$ cat config.mk
export PLATFORM = sky130hd
export DESIGN_NAME = smb_cmd_seq
export DESIGN_NICKNAME = d
export VERILOG_FILES = /design/src/rtl/smb_seq_pkg.sv /design/src/rtl/smb_step_decode.sv /design/src/rtl/smb_step_timer.sv /design/src/rtl/smb_cmd_seq.sv
export SDC_FILE = /design/constraint.sdc
export NUM_CORES = 1
export LEC_CHECK = 0
export BUFFER_PORTS_ARGS = -buffer_cell sky130_fd_sc_hd__buf_2
export CORE_ASPECT_RATIO = 0.8
export CORE_MARGIN = 5
export CORE_UTILIZATION = 30
export CTS_BUF_LIST = sky130_fd_sc_hd__clkbuf_4
export DETAILED_ROUTE_END_ITERATION = 10
export GPL_TIMING_DRIVEN = 1
export SLEW_MARGIN = 20
export SYNTH_ARGS = -nofsm -noshare
export SYNTH_HDL_FRONTEND = slang
export SYNTH_SLANG_ARGS = --single-unit
$ cat constraint.sdc
create_clock -name clk -period 7.8 [get_ports clk]
set_input_delay 1.56 -clock clk [delete_from_list [all_inputs] [get_ports clk]]
set_output_delay 1.56 -clock clk [all_outputs]
set_load 0.005 [all_outputs]
$ cat src/rtl/smb_seq_pkg.sv
package smb_seq_pkg;
    localparam int BYTE_W = 8;
    localparam int ADDR_W = BYTE_W - 1;
    localparam int WORD_W = 2 * BYTE_W;
    localparam int KIND_W = 4;
    localparam int IDX_W  = 3;

    localparam logic [KIND_W-1:0] K_QUICK_WR = 4'd0;
    localparam logic [KIND_W-1:0] K_QUICK_RD = 4'd1;
    localparam logic [KIND_W-1:0] K_SEND     = 4'd2;
    localparam logic [KIND_W-1:0] K_RECV     = 4'd3;
    localparam logic [KIND_W-1:0] K_WR_BYTE  = 4'd4;
    localparam logic [KIND_W-1:0] K_RD_BYTE  = 4'd5;
    localparam logic [KIND_W-1:0] K_WR_WORD  = 4'd6;
    localparam logic [KIND_W-1:0] K_RD_WORD  = 4'd7;

    typedef enum logic [2:0] {
        ST_IDLE, ST_ISSUE, ST_WAIT, ST_ABORT, ST_REPORT
    } seq_state_e;

    typedef enum logic [2:0] {
        STEP_ADDR_W, STEP_ADDR_R, STEP_CODE, STEP_DLO, STEP_DHI, STEP_RD
    } step_e;

    typedef struct packed {
        logic              frame;
        logic              rd;
        logic              stop;
        logic              rsr;
        logic [BYTE_W-1:0] data;
    } eng_op_t;

    function automatic logic kind_known(input logic [KIND_W-1:0] k);
        return k <= K_RD_WORD;
    endfunction
endpackage

$ cat src/rtl/smb_step_decode.sv
module smb_step_decode
    import smb_seq_pkg::*;
(
    input  logic [KIND_W-1:0] kind,
    input  logic [IDX_W-1:0]  idx,
    input  logic [ADDR_W-1:0] addr,
    input  logic [BYTE_W-1:0] code,
    input  logic [WORD_W-1:0] wdata,
    output eng_op_t           op,
    output logic              last,
    output logic              rd_high
);
    step_e stype;
    logic  rsr;

    always_comb begin
        stype = STEP_ADDR_W;
        last  = 1'b0;
        rsr   = 1'b0;
        case (kind)
            K_QUICK_WR: begin stype = STEP_ADDR_W; last = 1'b1; end
            K_QUICK_RD: begin stype = STEP_ADDR_R; last = 1'b1; end
            K_SEND: begin
                stype = (idx == 3'd0) ? STEP_ADDR_W : STEP_DLO;
                last  = (idx == 3'd1);
            end
            K_RECV: begin
                stype = (idx == 3'd0) ? STEP_ADDR_R : STEP_RD;
                last  = (idx == 3'd1);
            end
            K_WR_BYTE: begin
                case (idx)
                    3'd0:    stype = STEP_ADDR_W;
                    3'd1:    stype = STEP_CODE;
                    default: begin stype = STEP_DLO; last = 1'b1; end
                endcase
            end
            K_WR_WORD: begin
                case (idx)
                    3'd0:    stype = STEP_ADDR_W;
                    3'd1:    stype = STEP_CODE;
                    3'd2:    stype = STEP_DLO;
                    default: begin stype = STEP_DHI; last = 1'b1; end
                endcase
            end
            K_RD_BYTE: begin
                case (idx)
                    3'd0:    stype = STEP_ADDR_W;
                    3'd1:    begin stype = STEP_CODE; rsr = 1'b1; end
                    3'd2:    stype = STEP_ADDR_R;
                    default: begin stype = STEP_RD; last = 1'b1; end
                endcase
            end
            K_RD_WORD: begin
                case (idx)
                    3'd0:    stype = STEP_ADDR_W;
                    3'd1:    begin stype = STEP_CODE; rsr = 1'b1; end
                    3'd2:    stype = STEP_ADDR_R;
                    3'd3:    stype = STEP_RD;
                    default: begin stype = STEP_RD; last = 1'b1; end
                endcase
            end
            default: begin stype = STEP_ADDR_W; last = 1'b1; end
        endcase
    end

    assign rd_high = (kind == K_RD_WORD) && (idx == 3'd4);

    always_comb begin
        op      = '0;
        op.stop = last;
        op.rsr  = rsr;
        case (stype)
            STEP_ADDR_W: begin op.frame = 1'b1; op.data = {addr, 1'b0}; end
            STEP_ADDR_R: begin op.frame = 1'b1; op.data = {addr, 1'b1}; end
            STEP_CODE:   op.data = code;
            STEP_DLO:    op.data = wdata[BYTE_W-1:0];
            STEP_DHI:    op.data = wdata[WORD_W-1:BYTE_W];
            STEP_RD:     op.rd   = 1'b1;
            default:     op.data = '0;
        endcase
    end
endmodule

$ cat src/rtl/smb_step_timer.sv
module smb_step_timer #(
    parameter int LIMIT = 40
) (
    input  logic clk,
    input  logic rst_n,
    input  logic clr,
    input  logic run,
    output logic expired
);
    localparam int CW = $clog2(LIMIT + 1);

    logic [CW-1:0] cnt_d, cnt_q;

    always_comb begin
        cnt_d = cnt_q;
        if (clr)      cnt_d = '0;
        else if (run) cnt_d = cnt_q + 1'b1;
    end

    always_ff @(posedge clk) begin
        if (!rst_n) cnt_q <= '0;
        else        cnt_q <= cnt_d;
    end

    assign expired = run && (cnt_q == CW'(LIMIT - 1));
endmodule

$ cat src/rtl/smb_cmd_seq.sv
module smb_cmd_seq
    import smb_seq_pkg::*;
#(
    parameter int WAIT_POLLS  = 10,
    parameter int POLL_CYCLES = 4
) (
    input  logic              clk,
    input  logic              rst_n,
    input  logic              req_valid,
    output logic              req_ready,
    input  logic [KIND_W-1:0] req_kind,
    input  logic [ADDR_W-1:0] req_addr,
    input  logic [BYTE_W-1:0] req_code,
    input  logic [WORD_W-1:0] req_wdata,
    output logic              done,
    output logic              err,
    output logic [WORD_W-1:0] rdata,
    output logic              eng_go,
    output logic              eng_frame,
    output logic              eng_read,
    output logic              eng_stop,
    output logic              eng_rsr,
    output logic              eng_abort,
    output logic              eng_clr_ev,
    output logic [BYTE_W-1:0] eng_byte,
    input  logic              ev_tx_done,
    input  logic              ev_master_done,
    input  logic              ev_data_nak,
    input  logic              ev_addr_nak,
    input  logic              ev_arb_lost,
    input  logic [BYTE_W-1:0] eng_rx_byte
);
    localparam int STEP_LIMIT = WAIT_POLLS * POLL_CYCLES;

    typedef struct packed {
        seq_state_e        st;
        logic [KIND_W-1:0] kind;
        logic [ADDR_W-1:0] addr;
        logic [BYTE_W-1:0] code;
        logic [WORD_W-1:0] wdata;
        logic [IDX_W-1:0]  idx;
        logic              fail;
        logic [WORD_W-1:0] rdata;
    } seq_t;

    seq_t    s_d, s_q;
    eng_op_t op;
    logic    step_last, step_hi;
    logic    tmr_clr, tmr_run, tmr_expired;
    logic    ev_ok, ev_bad;

    smb_step_decode u_dec (
        .kind    (s_q.kind),
        .idx     (s_q.idx),
        .addr    (s_q.addr),
        .code    (s_q.code),
        .wdata   (s_q.wdata),
        .op      (op),
        .last    (step_last),
        .rd_high (step_hi)
    );

    smb_step_timer #(.LIMIT(STEP_LIMIT)) u_tmr (
        .clk     (clk),
        .rst_n   (rst_n),
        .clr     (tmr_clr),
        .run     (tmr_run),
        .expired (tmr_expired)
    );

    assign ev_ok  = ev_tx_done | ev_master_done;
    assign ev_bad = ev_data_nak | ev_addr_nak | ev_arb_lost;

    always_comb begin
        s_d        = s_q;
        req_ready  = 1'b0;
        done       = 1'b0;
        err        = 1'b0;
        eng_go     = 1'b0;
        eng_frame  = 1'b0;
        eng_read   = 1'b0;
        eng_stop   = 1'b0;
        eng_rsr    = 1'b0;
        eng_abort  = 1'b0;
        eng_clr_ev = 1'b0;
        eng_byte   = '0;
        tmr_clr    = 1'b0;
        tmr_run    = 1'b0;
        case (s_q.st)
            ST_IDLE: begin
                req_ready = 1'b1;
                if (req_valid) begin
                    s_d.kind  = req_kind;
                    s_d.addr  = req_addr;
                    s_d.code  = req_code;
                    s_d.wdata = req_wdata;
                    s_d.idx   = '0;
                    s_d.fail  = !kind_known(req_kind);
                    s_d.st    = kind_known(req_kind) ? ST_ISSUE : ST_REPORT;
                end
            end
            ST_ISSUE: begin
                eng_go    = 1'b1;
                eng_frame = op.frame;
                eng_read  = op.rd;
                eng_stop  = op.stop;
                eng_rsr   = op.rsr;
                eng_byte  = op.data;
                tmr_clr   = 1'b1;
                s_d.st    = ST_WAIT;
            end
            ST_WAIT: begin
                tmr_run = 1'b1;
                if (ev_bad) begin
                    s_d.st = ST_ABORT;
                end else if (ev_ok) begin
                    if (op.rd) begin
                        if (step_hi) s_d.rdata[WORD_W-1:BYTE_W] = eng_rx_byte;
                        else         s_d.rdata = {{BYTE_W{1'b0}}, eng_rx_byte};
                    end
                    if (step_last) begin
                        s_d.st = ST_REPORT;
                    end else begin
                        s_d.idx = s_q.idx + 1'b1;
                        s_d.st  = ST_ISSUE;
                    end
                end else if (tmr_expired) begin
                    s_d.st = ST_ABORT;
                end
            end
            ST_ABORT: begin
                eng_go     = 1'b1;
                eng_abort  = 1'b1;
                eng_stop   = 1'b1;
                eng_clr_ev = 1'b1;
                s_d.fail   = 1'b1;
                s_d.st     = ST_REPORT;
            end
            ST_REPORT: begin
                done   = 1'b1;
                err    = s_q.fail;
                s_d.st = ST_IDLE;
            end
            default: s_d.st = ST_IDLE;
        endcase
    end

    always_ff @(posedge clk) begin
        if (!rst_n) begin
            s_q    <= '0;
            s_q.st <= ST_IDLE;
        end else begin
            s_q <= s_d;
        end
    end

    assign rdata = s_q.rdata;
endmodule

# == Word level (Yosys, flattened, before mapping) ==
# Index checks and enable logic that the tools add are counted.
# word_totals
output_inout_bits,34
word_cells,108
ff_bits,64
inputBits,51
# classes
n_addsub,2
order_cmp,1
n_eq_ne,26
n_mux,40
n_reduce_logical,23
n_bitwise,6
# ops
cell,n
$mux W42,1
$pmux W8 S5,1
$mux W3,9
$eq A3 B2 Y1 const B,6
$pmux W3 S3,2
$pmux W3 S6,1
$mux W1,17
$eq A4 B3 Y1 const B,4
$mux W8,2
$reduce_or A2 Y1,7
$eq A3 B3 Y1 const B,4
$pmux W3 S4,1
$reduce_and A5 Y1,2
$eq A3 B1 Y1 const B,3
$logic_not A3 Y1,3
$eq A4 B2 Y1 const B,2
$ne A2 B2 Y1 const B,4
$add A6 B1 Y6 const B,1
$eq A6 B6 Y1 const B,1
$pmux W3 S2,1
$reduce_and A2 Y1,3
$eq A4 B1 Y1 const B,1
$le A4 B3 Y1 const B,1
$ne A4 B4 Y1 const B,1
other kinds (13),20

# == Depth between registers and ports, before layout ==
# Gate-level depths: netlist of the first run.
# depth
word_depth,8
mapped_depth,9

# == Modules after synthesis ==
# From an unflattened synthesis of the first run, not the netlist that was laid out.
# unflattened
hier_cells,414
area_unflattened_um2,3206.8
# by_module_without_submodules
mod,seq_area_each_um2,cells_per_inst,area_each_um2,instances
smb_cmd_seq,1161.1,310,2428.6,1
smb_step_decode,0.0,76,511.7,1
smb_step_timer,120.1,28,266.5,1

# == Worst setup path before layout of the first run ==
# OpenSTA, ideal clock, no wires.
# synth_path
path_kind,register to output
startpoint,register s_q[17] (netlist name)
endpoint,output eng_byte[4]
setup_slack_ns,4.122
t_arrival_ns,2.118
stages_incl_launch_ff,9
path_cell_list,dfxtp_1 -> inv_1 -> ha_1 -> o21ba_1 -> a21boi_4 -> o32ai_4 -> mux2_1 -> a222oi_1 -> nor2_1
# synth_between
elab_chain_cells,6
# synth_lines
item,line,source
"start, declared",smb_cmd_seq.sv:46,"seq_t s_d, s_q;"
"$eq A3 B2 Y1, or another cell as far along","smb_step_decode.sv:39, smb_step_decode.sv:47, smb_step_decode.sv:55",
"$pmux W3 S3, or another cell as far along","smb_step_decode.sv:47, smb_step_decode.sv:55",
$pmux W3 S6 *,smb_step_decode.sv:20,case (kind)
"$eq A3 B3 Y1, or another cell as far along",smb_step_decode.sv:73,case (stype)
$pmux W8 S5 *,smb_step_decode.sv:73,
$mux W8 *,smb_cmd_seq.sv:89,case (s_q.st)
"end, declared",smb_cmd_seq.sv:25,"output logic [BYTE_W-1:0] eng_byte,"
# Every way passes the cells marked *; elsewhere a longest branch is shown, timed or not.

# == Worst setup path in the final report of the first run ==
# layout_path
startpoint,register s_q[17] (netlist name)
endpoint,output eng_byte[5]
# The elaborated chain is that of the path after synthesis.

==> impl_summary.md, run 1 <==
Status
The flow ran to the end, and the final reports show no timing, DRC or antenna violations.

Clock tree
After clock tree synthesis, the clock-pin slew on the worst setup and hold paths is between 0.1 and 0.15 ns. CTS built an H-tree with a depth of 3. Once the clock tree was built, the setup fixing pass inserted 0 buffers.

The number of sinks on the clock net is between 60 and 70. The later-pin clock latency in the skew report is between 0.4 and 0.5 ns. No sink is reached through more buffers than the 2 on the longest clock path.

Clock tree synthesis selected as its root buffer the cell sky130_fd_sc_hd__clkbuf_4. Buffers inserted to repair hold after CTS numbered 0. The clock tree from TritonCTS is yes. TritonCTS created 9 clock buffers. Once the clock tree was built, the resizer swapped 0 gates to a different size.

Pwr
The total leakage power is roughly 1.7 nW. The cell area power density is around 180 mW/mm^2. The peak ir drop on the vdd network is approximately 0.00008 V.

Critical path
The endpoint arrival time on the critical path is ~2.9 ns. The critical path is of the register to output port type. Data on the critical path is required at its endpoint by 6.24 ns.

The critical path capture point type is an output port. The largest stage delay on the critical path is 0.50 ns. The signal on the critical path passes through inv_1 > ha_1 > o21ba_1 > a21boi_4 > o32ai_4 > mux2_1 > a222oi_1 > nor2_1 > buf_2.

The highest-delay cell along the critical path is sky130_fd_sc_hd__o32ai_4. In this run the worst path has a maximum fanout of 8. Counting both buffers and inverters, the worst setup path holds a total of 2. On the critical path the largest part of the delay comes from compound AO/OA/AOI/OAI gates. STA classifies the critical path startpoint as a register.

Drt
After detailed routing, the average wire length per cell comes to between 10 and 15 um. The total wirelength of the detailed-routed design is 8463 um. The vias per cell is around 4.8. The first detailed-routing pass took 7 iterations. In this run the remaining antenna-violating nets after routing total 0. For this block, the initial DRC count from the detailed router was about 180.

The routed layout has approximately 2900 vias. In the routed design, unresolved DRC markers number 0.

Finish
The most frequent standard cell in the layout excluding fill and tap cells is sky130_fd_sc_hd__nand2_1. Of the cells placed in the final design, the portion with a size suffix greater than 1 is around a quarter. The final layout contains 510 nets. The final antenna diode count is 0. The library cells used most frequently in the layout, excluding fill and tap cells, are sky130_fd_sc_hd__nand2_1, sky130_fd_sc_hd__buf_2, sky130_fd_sc_hd__dfxtp_1. The number of fillers in the final layout is 1169. The growth of design area from synthesis to finish is 15.56%.

STA
The number of max-slew violations in the final report was 0. At the pin with the least slew margin, the transition time is between 0.5 and 0.6 ns. The shortest period the worst path allows is between 4 and 5 ns.

Headroom to the max-slew limit came out at roughly three fifths. On the final layout, the worst clock skew is around 0.011 ns. Setup slack on the critical path of the routed design comes to roughly 3.3 ns. Setup repair after global routing left no endpoint under its margin. Setup violations remaining at the end of the flow were counted as 0. For the final routed database, the setup TNS stands at 0 ns. The achievable frequency is 0.2228 GHz. The final hold violation count came to 0.

In the finished design, the share of the clock period the worst path needs comes to 57.54%.

Global route
The via count of the first global-routing pass is about 2800. The number of antenna violations at the first check in global routing came to 0. The global routing usage summed across all routing layers is roughly 13%.

Entering global routing, the biggest net connects 67 pins. The first global-routing pass estimated 13990 um of wire. The total global routing overflow is 0.

Place
Summed over all nets, the half-perimeter wirelength after detailed placement is ~6300 um. The final weighted congestion in routability-driven placement is 0.7770. Input and output buffers added on the ports amount to 84. Prior to clock tree synthesis, the placed netlist has a worst setup slack of ~3.8 ns.

Die
From left edge to right edge, the die measures between 100 and 150 um. Measured along the y axis, the die boundary spans 105 um. The number of I/O pins is 85. The core region is approximately 0.011 sq mm. The floorplan step defined a die boundary enclosing roughly 0.014 sq mm. The number of cell rows is 34. The initial utilization of the core area, before any placement, comes to 30.84%.

Synthesis
Synthesis produced between 300 and 400 cells. The number of storage elements in the synthesis netlist is between 60 and 70. After synthesis the cells add up to 0.003384 sq mm. Counting every net in the synthesized netlist gives between 400 and 500.

The yosys synthesis warning count is 0. The number of library cell types mapped by synthesis is a little under 60. The sequential share of the synthesized area is between 30% and 40%.

Averaged over all synthesized cells, the footprint is approximately 8.6 sq um.

Job
The max-capacitance violation count is 0.

Min path
The path class of the tightest hold or removal check is register to register.
==> worst reg2reg max path, cell delays in order, from the launching register on <==
cell and delay, ns:
sky130_fd_sc_hd__dfxtp_1 0.42, sky130_fd_sc_hd__inv_1 0.09, sky130_fd_sc_hd__ha_1 0.26, sky130_fd_sc_hd__nor2b_1 0.15, sky130_fd_sc_hd__o21a_2 0.26, sky130_fd_sc_hd__o32ai_4 0.36
sky130_fd_sc_hd__o211a_1 0.46, sky130_fd_sc_hd__o21ai_4 0.21, sky130_fd_sc_hd__mux2i_1 0.17
==> power breakdown <==
group          leakage [nW]  internal, W  total [W]  switching, W
clock                0.0836     0.000134   0.000253      0.000118
sequential            0.522     0.000342   0.000355     0.0000139
combinational          1.09    0.0000352  0.0000796     0.0000443
==> cell usage after synthesis (all sizes together) <==
cell	instances	area, sq um
nand2	102	385.4
dfxtp	64	1281
a21boi	46	356.6
buf	27	203.9
nor2	21	83.83
mux2i	12	120.1
clkbuf	11	41.29
nand3	10	50.05
a21oi	8	43.79
nand2b	8	57.55
a222oi	7	70.07
mux2	7	78.82
ha	6	75.07
inv	6	22.52
o21ai	6	45.05
and2	5	31.28
nor3	5	30.03
nor2b	4	25.02
or3	4	30.03
and3	3	18.77
nand4	3	18.77
nor3b	3	33.78
o21a	3	23.77
xor2	3	26.28
a2111oi	2	23.77
nand3b	2	15.01
o32ai	2	55.05
a2111o	1	11.26
a211oi	1	7.510
a21o	1	7.510
a22o	1	8.760
and2b	1	8.760
nor4b	1	8.760
nor4bb	1	10.01
o211a	1	10.01
o211ai	1	12.51
o21ba	1	10.01
o21bai	1	18.77
or2	1	6.260
or3b	1	8.760
xnor2	1	8.760
==> cell type report <==
class	instances	area, sq um	share of cell area [%]
Multi-Input combinational cell	286	1836	46.93
Inverter	6	22.52	0.5758
Clock inverter	5	71.32	1.823
Clock buffer	11	82.58	2.111
Tap cell	144	180.2	4.607
Timing Repair Buffer	86	437.9	11.20
Sequential cell	64	1281	32.76
==> sequential cells by signal (all words and copies together), names as in the netlist <==
| name | flops |
|---|---|
| s_q | 42 |
| u_tmr.cnt_q | 6 |
| rdata | 16 |
==> per-layer routing <==
layer	routed length, um	GRT usage [%]	vias up
met5	0	0	-
met4	94	2.924	0
met3	643	4.742	9
met2	3553	18.38	87
met1	4171	18.19	1316
li1	-	-	1452
==> final timing paths <==
| check | from | endpoint | slack, ns | depth (start not counted) |
|---|---|---|---|---|
| worst max register to register | s_q[17]$_SDFFE_PN0P_ | rdata[6]$_SDFFE_PN0P_ | 5.29 | 8 |
| worst min register to register | rdata[10]$_SDFFE_PN0P_ | rdata[10]$_SDFFE_PN0P_ | 0.46 | 2 |
| worst max-delay path | s_q[17]$_SDFFE_PN0P_ | eng_byte[5] | 3.31 | 9 |
| worst min-delay path | rdata[10]$_SDFFE_PN0P_ | rdata[10]$_SDFFE_PN0P_ | 0.46 | 2 |
==> kinds of logic after synthesis <==
kind of cell               Yosys count  synth area share, %
AOI/OAI and AO/OA                   82                20.81
xor gates and xnor gates             4                1.035
adders and majority gates            6                2.218
buffers and inverters               44                7.911
DFF                                 64                37.86
muxes                               19                5.878
and+or+nand+nor                    175                24.29
==> through the flow <==
stage / hold WS (ns) / cells / utilization (%) / total power [W] / instance area, sq um
3_3_place_gp: 0.4423 / 586 / 34.21 / 0.0004422 / 3755
3_5_place_dp: 0.4482 / 586 / 34.21 / 0.0004436 / 3755
6_report: 0.4606 / 602 / 35.64 / 0.0006877 / 3911
5_1_grt: 0.4719 / 602 / 35.64 / 0.0007276 / 3911
2_1_floorplan: 0.4311 / 394 / - / 0.0004134 / 3385
4_1_cts: 0.4633 / 602 / 35.61 / 0.0007008 / 3909
Power figures use the tool's default switching activity.
==> run 2: changes to the inputs <==
==> constraint.sdc (replaced) <==
create_clock -name clk -period 4.4 [get_ports clk]
set_input_delay 0.88 -clock clk [delete_from_list [all_inputs] [get_ports clk]]
set_output_delay 0.88 -clock clk [all_outputs]
set_load 0.005 [all_outputs]
==> impl_summary.md, run 2 (same netlist as run 1, synthesis figures left out) <==
Status
The flow ran to the end, and the final reports show no timing, DRC or antenna violations.

STA
The final sum of negative setup slack is 0 ns (unchanged). The final hold violation count was 0 (unchanged). The transition time at the pin with the least slew margin came to 1.020 ns (+0.4331 ns). Setup repair after global routing left no endpoint under its margin. The largest clock skew in the final design is 0.01525 ns (+0.003836 ns). The clock period could shrink to 3.815 ns. Of the available clock period, the critical path in the final layout requires between 80% and 90%. The number of max-slew violations in the final report is 0 (unchanged). The final setup violation count is 0 (unchanged). The normalized max-slew margin is 31.99% (-29 points). The achievable frequency is 0.2622 GHz.

Drt
The DRC violation total after the first TritonRoute iteration is 166 (-7.3%). The total wirelength of the detailed-routed design came to 8680 um (+2.6%). The wire length per cell was 14.44 um (+2.7%). The vias per cell was 4.827 (+1.5%).

The remaining design rule violation count came to 0 (unchanged). The length of the first detailed-routing pass in iterations is 6 (-1). The total via count in the routed design is 2901 (+1.3%). The post-detailed-route count of antenna-violating nets is 0 (unchanged).

Finish
The final instance count without filler cells is 601 (-0.17%). The number of flip-flops in the largest register is 42 (unchanged). The final antenna diode count is 0 (unchanged).

The most frequent standard cell in the layout excluding fill and tap cells is sky130_fd_sc_hd__nand2_1. The area used by multi-input combinational logic was 0.001836 sq mm (unchanged). In the layout the commonest cells are sky130_fd_sc_hd__nand2_1, sky130_fd_sc_hd__buf_2, sky130_fd_sc_hd__dfxtp_1. The sequential cell area in the final layout is 0.001281 sq mm (unchanged).

The number of fillers in the final layout is 1162 (-0.60%). The growth of design area from synthesis to finish is 14.60%. The number of nets in the final layout is 510 (unchanged). The fraction of layout cells with a size suffix above 1 is 26.91% (+0.28 points). The end-of-flow core utilization is 35.34% (-0.30 points). s_q holds more flip-flops than any other register.

Clock tree
The count of hold buffers inserted by post-cts repair was 0 (unchanged). The number of setup buffers added after CTS was 0 (unchanged). The number of CTS-inserted buffers is 9 (unchanged).

TritonCTS built the clock tree. CTS placed an instance of sky130_fd_sc_hd__clkbuf_4 at the clock tree root. The later-pin clock latency in the skew report is 0.43 ns (+0.02 ns). The quantity of gates resized following cts is 0 (unchanged).

The clock slew at the register clock pins of the worst setup and hold paths is 0.10 ns (about the same). The deepest level of the CTS H-tree was 3 (unchanged). The number of buffers on the longest clock path came to 2 (unchanged). The number of sinks on the clock net is 64 (unchanged).

Critical path
The startpoint type of the worst setup path is a register. The critical path capture point type is an output port. The top fanout value on the critical path is 8 (unchanged).

The endpoint arrival time on the critical path came to 2.93 ns (about the same). The data required time at the worst endpoint is 3.52 ns (-2.72 ns). The type of the worst setup path is register to output port.

Die
The horizontal die dimension was 128.8 um (unchanged). The number of I/O pins is 85 (unchanged). The initial standard-cell utilization of the core is 30.84% (unchanged). The die footprint is 0.01352 sq mm (unchanged). The area of the placeable core is 0.01098 sq mm (unchanged). The die height is 105 um (unchanged). The number of cell rows is 34 (unchanged).

Global route
The global-route wire length before repair is 14030 um (+0.29%). The total global routing overflow is 0 (unchanged). The via count of the first global-routing pass is 2803 (-0.071%). The global routing usage summed across all routing layers was 13.01% (+0.21 points). The number of antenna violations at the first check in global routing was 0 (unchanged). The largest net degree at the start of global routing is 67 (unchanged).

Pwr
The peak ir drop on the vdd network is 0.0001523 V (+87%). The share of power burned in registers was 54.5% (+2.8 points). The total leakage power is 1.682 nW (-0.65%).

The internal power component came to 0.0008400 W (+64%). The net switching fraction of the power is 27.48% (+1.8 points). The cell area power density came to 298.6 mW/mm^2 (+70%). The net switching component of the power is 0.0003183 W (+80%). The share of total power in combinational logic is 12.2% (+0.6 points).

The clock network fraction of total power was 33.3% (-3.4 points).

Place
The number of cells in the design after placement was 586 (unchanged). The final weighted congestion in routability-driven placement was 0.7792 (+0.28%). The half-perimeter wire length of the detailed placement result came to 6436 um (+2.7%).

The count of buffers from port buffering is 84 (unchanged).

Min path
The worst hold path belongs to the class register to register.

Job
The max-capacitance violation count is 0 (unchanged).
## run 2: changes by cell type in the layout (fill, tap and decap cells not counted), sizes merged
cell    before  now
bufinv       2    1
clkinv       3    4
clkbuf      11   10
## run 2: cell type report
cell class                      instances  share of cell area (%)
Inverter                                6                  0.5806
Clock inverter                          5                   1.258
Tap cell                              144                   4.645
Sequential cell                        64                   33.03
Multi-Input combinational cell        286                   47.32
Clock buffer                           10                   1.935
Timing Repair Buffer                   86                   11.23
## run 2: final timing paths
path	from	cells past startpoint	slack (ns)	end
worst max register to register	s_q[17]$_SDFFE_PN0P_	8	1.92	rdata[7]$_SDFFE_PN0P_
worst max-delay path	s_q[17]$_SDFFE_PN0P_	9	0.59	eng_byte[5]
worst min register to register	rdata[10]$_SDFFE_PN0P_	2	0.46	rdata[10]$_SDFFE_PN0P_
worst min-delay path	rdata[10]$_SDFFE_PN0P_	2	0.46	rdata[10]$_SDFFE_PN0P_
## run 2: layer usage
metal	vias up	GRT usage [%]	share of wire (%)
li1	1448	-	-
met1	1331	18.30	49
met2	105	18.38	40
met3	17	4.539	8.6
met4	0	4.423	1.8
met5	-	0	0
## run 2: critical path: stages (launching register included)
cell                       delay [ns]
sky130_fd_sc_hd__dfxtp_1         0.41
sky130_fd_sc_hd__inv_1           0.09
sky130_fd_sc_hd__ha_1            0.26
sky130_fd_sc_hd__o21ba_1         0.22
sky130_fd_sc_hd__a21boi_4        0.16
sky130_fd_sc_hd__o32ai_4         0.51
sky130_fd_sc_hd__mux2_1          0.37
sky130_fd_sc_hd__a222oi_1        0.30
sky130_fd_sc_hd__nor2_1          0.07
sky130_fd_sc_hd__buf_2           0.13
## run 2: per-stage QoR
step,setup slack [ns],hold slack (ns),instance area (sq um),power (W)
4_1_cts,0.5705,0.4602,3879,0.001179
6_report,0.5854,0.4555,3879,0.001158
3_3_place_gp,1.139,0.4424,3755,0.0007839
2_1_floorplan,1.402,0.4311,3385,0.0007329
3_5_place_dp,1.074,0.4459,3755,0.0007873
5_1_grt,0.3517,0.4876,3879,0.001226
## run 2: power by group through the flow
| stage | Sequential, W | Combinational [W] | Clock, W |
|---|---|---|---|
| 2_1_floorplan | 0.000630 | 0.000103 | 0 |
| 3_5_place_dp | 0.000644 | 0.000144 | 0 |
| 3_3_place_gp | 0.000643 | 0.000141 | 0 |
| 4_1_cts | 0.000630 | 0.000144 | 0.000405 |
| 6_report | 0.000631 | 0.000142 | 0.000385 |
| 5_1_grt | 0.000635 | 0.000161 | 0.000430 |
==> run 3: changes to the inputs <==
--- a/config.mk
+++ b/config.mk
@@ -15,4 +15,5 @@
 export SLEW_MARGIN = 20
 export SYNTH_ARGS = -nofsm -noshare
 export SYNTH_HDL_FRONTEND = slang
+export SYNTH_HIERARCHICAL = 1
 export SYNTH_SLANG_ARGS = --single-unit
==> impl_summary.md, run 3 <==
Status
The flow ran to the end, and the final reports show no timing, DRC or antenna violations.

Synthesis
The netlist area before placement came to 0.003207 sq mm (-5.2%). The top cell type's share of synthesized area is 39.95% (+2.1 points). Of all cell types, the one taking the most synthesized area is sky130_fd_sc_hd__dfxtp_1. The yosys synthesis warning count is 6 (+6). Sorting the synthesized cells by how often they occur yields sky130_fd_sc_hd__nand2_1, sky130_fd_sc_hd__dfxtp_1, sky130_fd_sc_hd__a21oi_1, sky130_fd_sc_hd__buf_4, sky130_fd_sc_hd__nand3_1. After synthesis, the cell types taking the most area are sky130_fd_sc_hd__dfxtp_1, sky130_fd_sc_hd__nand2_1, sky130_fd_sc_hd__a21oi_1.

The number of library cell types mapped by synthesis is 56 (-3.4%). The number of storage elements in the synthesis netlist came to 64 (unchanged). The per-instance average area after synthesis was 7.746 sq um (-9.8%). By instance count, the leading cell after synthesis is sky130_fd_sc_hd__nand2_1. The sequential share of the synthesized area is 39.95% (+2.1 points). The cell count after synthesis was 414 (+5.1%). The count of flip-flops with a built-in enable after synthesis is 0 (unchanged). The share of flip-flops with an asynchronous set or reset is 0% (unchanged). The net count after synthesis is 467 (+3.5%). The most used flip-flop cell after synthesis is sky130_fd_sc_hd__dfxtp_1.

STA
The normalized max-slew margin is 44.14% (+12 points). The number of max-slew violations in the final report is 0 (unchanged). The achievable frequency is 0.2865 GHz (+9.3%).

The final sum of negative setup slack is 0 ns (unchanged). The final clock period utilization by the worst path is 79.33% (-7.4 points). The final hold violation count is 0 (unchanged). Setup repair after global routing left no endpoint under its margin. The largest clock skew in the final design is 0.01561 ns (+0.0003582 ns). The transition time at the pin with the least slew margin was 0.8362 ns (-0.1839 ns). The shortest period the worst path allows is 3.491 ns (-0.3239 ns). The final setup violation count is 0 (unchanged).

Clock tree
TritonCTS built the clock tree. The deepest level of the CTS H-tree came to 3 (unchanged). The number of sinks on the clock net came to 64 (unchanged). The later-pin clock latency in the skew report is 0.40 ns (-0.03 ns). The clock slew at the register clock pins of the worst setup and hold paths came to 0.11 ns (about the same).

The quantity of gates resized following cts came to 0 (unchanged). The count of hold buffers inserted by post-cts repair is 0 (unchanged). The number of buffers on the longest clock path was 2 (unchanged). The cell at the root of the clock tree is sky130_fd_sc_hd__clkbuf_4. The number of setup buffers added after CTS is 0 (unchanged). The number of CTS-inserted buffers was 9 (unchanged).

Die
The horizontal die dimension is 125.6 um (-2.5%). The number of I/O pins came to 85 (unchanged). The initial standard-cell utilization of the core came to 30.94% (+0.11 points). The die height is 102.5 um (-2.4%).

The number of cell rows is 33 (-2.9%). The die footprint is 0.01287 sq mm (-4.8%). The area of the placeable core is 0.01036 sq mm (-5.6%).

Global route
The global routing usage summed across all routing layers is 13.27% (+0.26 points). The total global routing overflow is 0 (unchanged). The via count of the first global-routing pass is 2748 (-2.0%). The number of antenna violations at the first check in global routing is 0 (unchanged). The global-route wire length before repair is 13850 um (-1.3%). The largest net degree at the start of global routing is 40 (-40%).

Drt
The total via count in the routed design is 2857 (-1.5%). The remaining design rule violation count is 0 (unchanged). The length of the first detailed-routing pass in iterations was 4 (-2). The total wirelength of the detailed-routed design is 8366 um (-3.6%).

The wire length per cell was 13.74 um (-4.9%). The vias per cell is 4.691 (-2.8%). The post-detailed-route count of antenna-violating nets is 0 (unchanged). The DRC violation total after the first TritonRoute iteration came to 206 (+24%).

Finish
The number of flip-flops in the largest register is 42 (unchanged). The number of nets in the final layout was 517 (+1.4%). The growth of design area from synthesis to finish is 13.81%.

The number of fillers in the final layout was 1109 (-4.6%). The fraction of layout cells with a size suffix above 1 was 24.09% (-2.8 points). The most frequent standard cell in the layout excluding fill and tap cells is sky130_fd_sc_hd__nand2_1. The top register by number of flip-flops is s_q. The top cell types in the final layout, fill and taps aside, are sky130_fd_sc_hd__nand2_1, sky130_fd_sc_hd__buf_2, sky130_fd_sc_hd__dfxtp_1. The final antenna diode count came to 0 (unchanged).

Critical path
The number of cells on the worst reg-to-reg path is 8 (unchanged). STA classifies the critical path startpoint as a register. In this run the critical register-to-register path is launched from s_q[53]$_SDFFE_PN0P_.

The data required time at the worst endpoint came to 3.52 ns (about the same). The worst-case register-to-register setup slack came to 1.83 ns (-0.09 ns). The critical path capture point type is an output port. The reg-to-reg critical path endpoint is rdata[3]$_SDFFE_PN0P_. The top fanout value on the critical path was 14 (+6). The endpoint arrival time on the critical path came to 2.61 ns (-0.32 ns). The type of the worst setup path is register to output port.

Min path
The number of cells on the worst hold path is 2 (unchanged). The worst hold path belongs to the class register to register. In this run the most critical hold path is launched from rdata[6]$_SDFFE_PN0P_.

The path with the worst hold slack has its endpoint at rdata[6]$_SDFFE_PN0P_.

Pwr
The cell area power density was 303.7 mW/mm^2 (+1.7%). The total leakage power is 1.532 nW (-8.9%). The peak ir drop on the vdd network is 0.00009440 V (-38%). The final total power came to 0.001109 W (-4.3%).

Place
The final weighted congestion in routability-driven placement is 0.8553 (+9.8%). The count of buffers from port buffering came to 84 (unchanged). The half-perimeter wire length of the detailed placement result is 6043 um (-6.1%).

Job
The max-capacitance violation count was 0 (unchanged).
## run 3: cell count changes after synthesis, moves of 7 or more
cell,change
sky130_fd_sc_hd__o221ai_1,+7
sky130_fd_sc_hd__a222oi_1,-7
sky130_fd_sc_hd__o21ai_1,+16
sky130_fd_sc_hd__inv_1,+8
sky130_fd_sc_hd__and2_1,+10
sky130_fd_sc_hd__a21boi_1,-8
sky130_fd_sc_hd__a21oi_1,+41
sky130_fd_sc_hd__nor2_1,-8
sky130_fd_sc_hd__a21boi_0,-37
sky130_fd_sc_hd__nand4_1,+7
sky130_fd_sc_hd__nand3_1,+8
## run 3: cells by family (layout without fill, tap and decap cells)
kind of cell    count (synthesis)  after routing  synth area share (%)
fa+ha+maj                       2              2                0.7802
compound gates                 89             89                 16.19
mux                            10             10                 3.160
buf+inv                        62            117                 10.73
xor+xnor                        4              4                 1.093
simple gates                  183            183                 28.09
flops                          64             64                 39.95
## run 3: critical path, stage by stage, from the launching register on
cell,delay [ns]
sky130_fd_sc_hd__dfxtp_1,0.42
sky130_fd_sc_hd__nor3_1,0.33
sky130_fd_sc_hd__nand4b_1,0.20
sky130_fd_sc_hd__o31a_1,0.57
sky130_fd_sc_hd__mux2i_1,0.29
sky130_fd_sc_hd__o221ai_1,0.14
sky130_fd_sc_hd__and2_1,0.16
sky130_fd_sc_hd__buf_2,0.12
## run 3: worst max-delay path by stage
| stage | to | slack (ns) | cells after the start | startpoint |
|---|---|---|---|---|
| finish | eng_byte[2] | 0.91 | 7 | s_q[19]$_SDFFE_PN0P_ |
| global placement | eng_byte[1] | 1.53 | 7 | s_q[19]$_SDFFE_PN0P_ |
| global route | eng_byte[2] | 0.71 | 7 | s_q[19]$_SDFFE_PN0P_ |
| detailed placement | eng_byte[2] | 1.40 | 7 | s_q[19]$_SDFFE_PN0P_ |
| CTS | eng_byte[2] | 0.90 | 7 | s_q[19]$_SDFFE_PN0P_ |
| floorplan | eng_byte[0] | 1.91 | 6 | s_q[19]$_SDFFE_PN0P_ |
## run 3: cell type report
cell class	count	area, sq um	area share (%)
Timing Repair Buffer	88	450.4	12.34
Clock inverter	6	36.28	0.9942
Multi-Input combinational cell	288	1583	43.37
Tap cell	140	175.2	4.799
Inverter	13	48.80	1.337
Sequential cell	64	1281	35.10
Clock buffer	10	75.07	2.057
## run 3: through the flow
stage               util [%]  instances  instance area, sq um  setup WS [ns]  hold slack [ns]
finish                 35.22        609                  3650         0.9093           0.4567
global route           35.22        609                  3650         0.7114           0.4807
CTS                    35.20        609                  3649         0.8960           0.4603
detailed placement     34.13        593                  3537          1.402           0.4447
global placement       34.13        593                  3537          1.531           0.4371
floorplan                  -        414                  3207          1.914           0.4288
## run 3: report_power, final
group | total, W | switching [W] | internal, W | leakage (nW)
combinational | 0.000140 | 0.0000817 | 0.0000587 | 0.955
clock | 0.000344 | 0.000225 | 0.000118 | 0.0558
sequential | 0.000624 | 0.0000212 | 0.000603 | 0.522
## run 3: routing by layer
metal	vias to the layer above	global-route usage [%]	routed length, um	share of wire, %
met5	-	0	0	0
met4	0	3.583	87	1.0
met3	8	3.292	285	3.4
met2	56	19.88	3798	45
met1	1296	19.07	4194	50
li1	1497	-	-	-
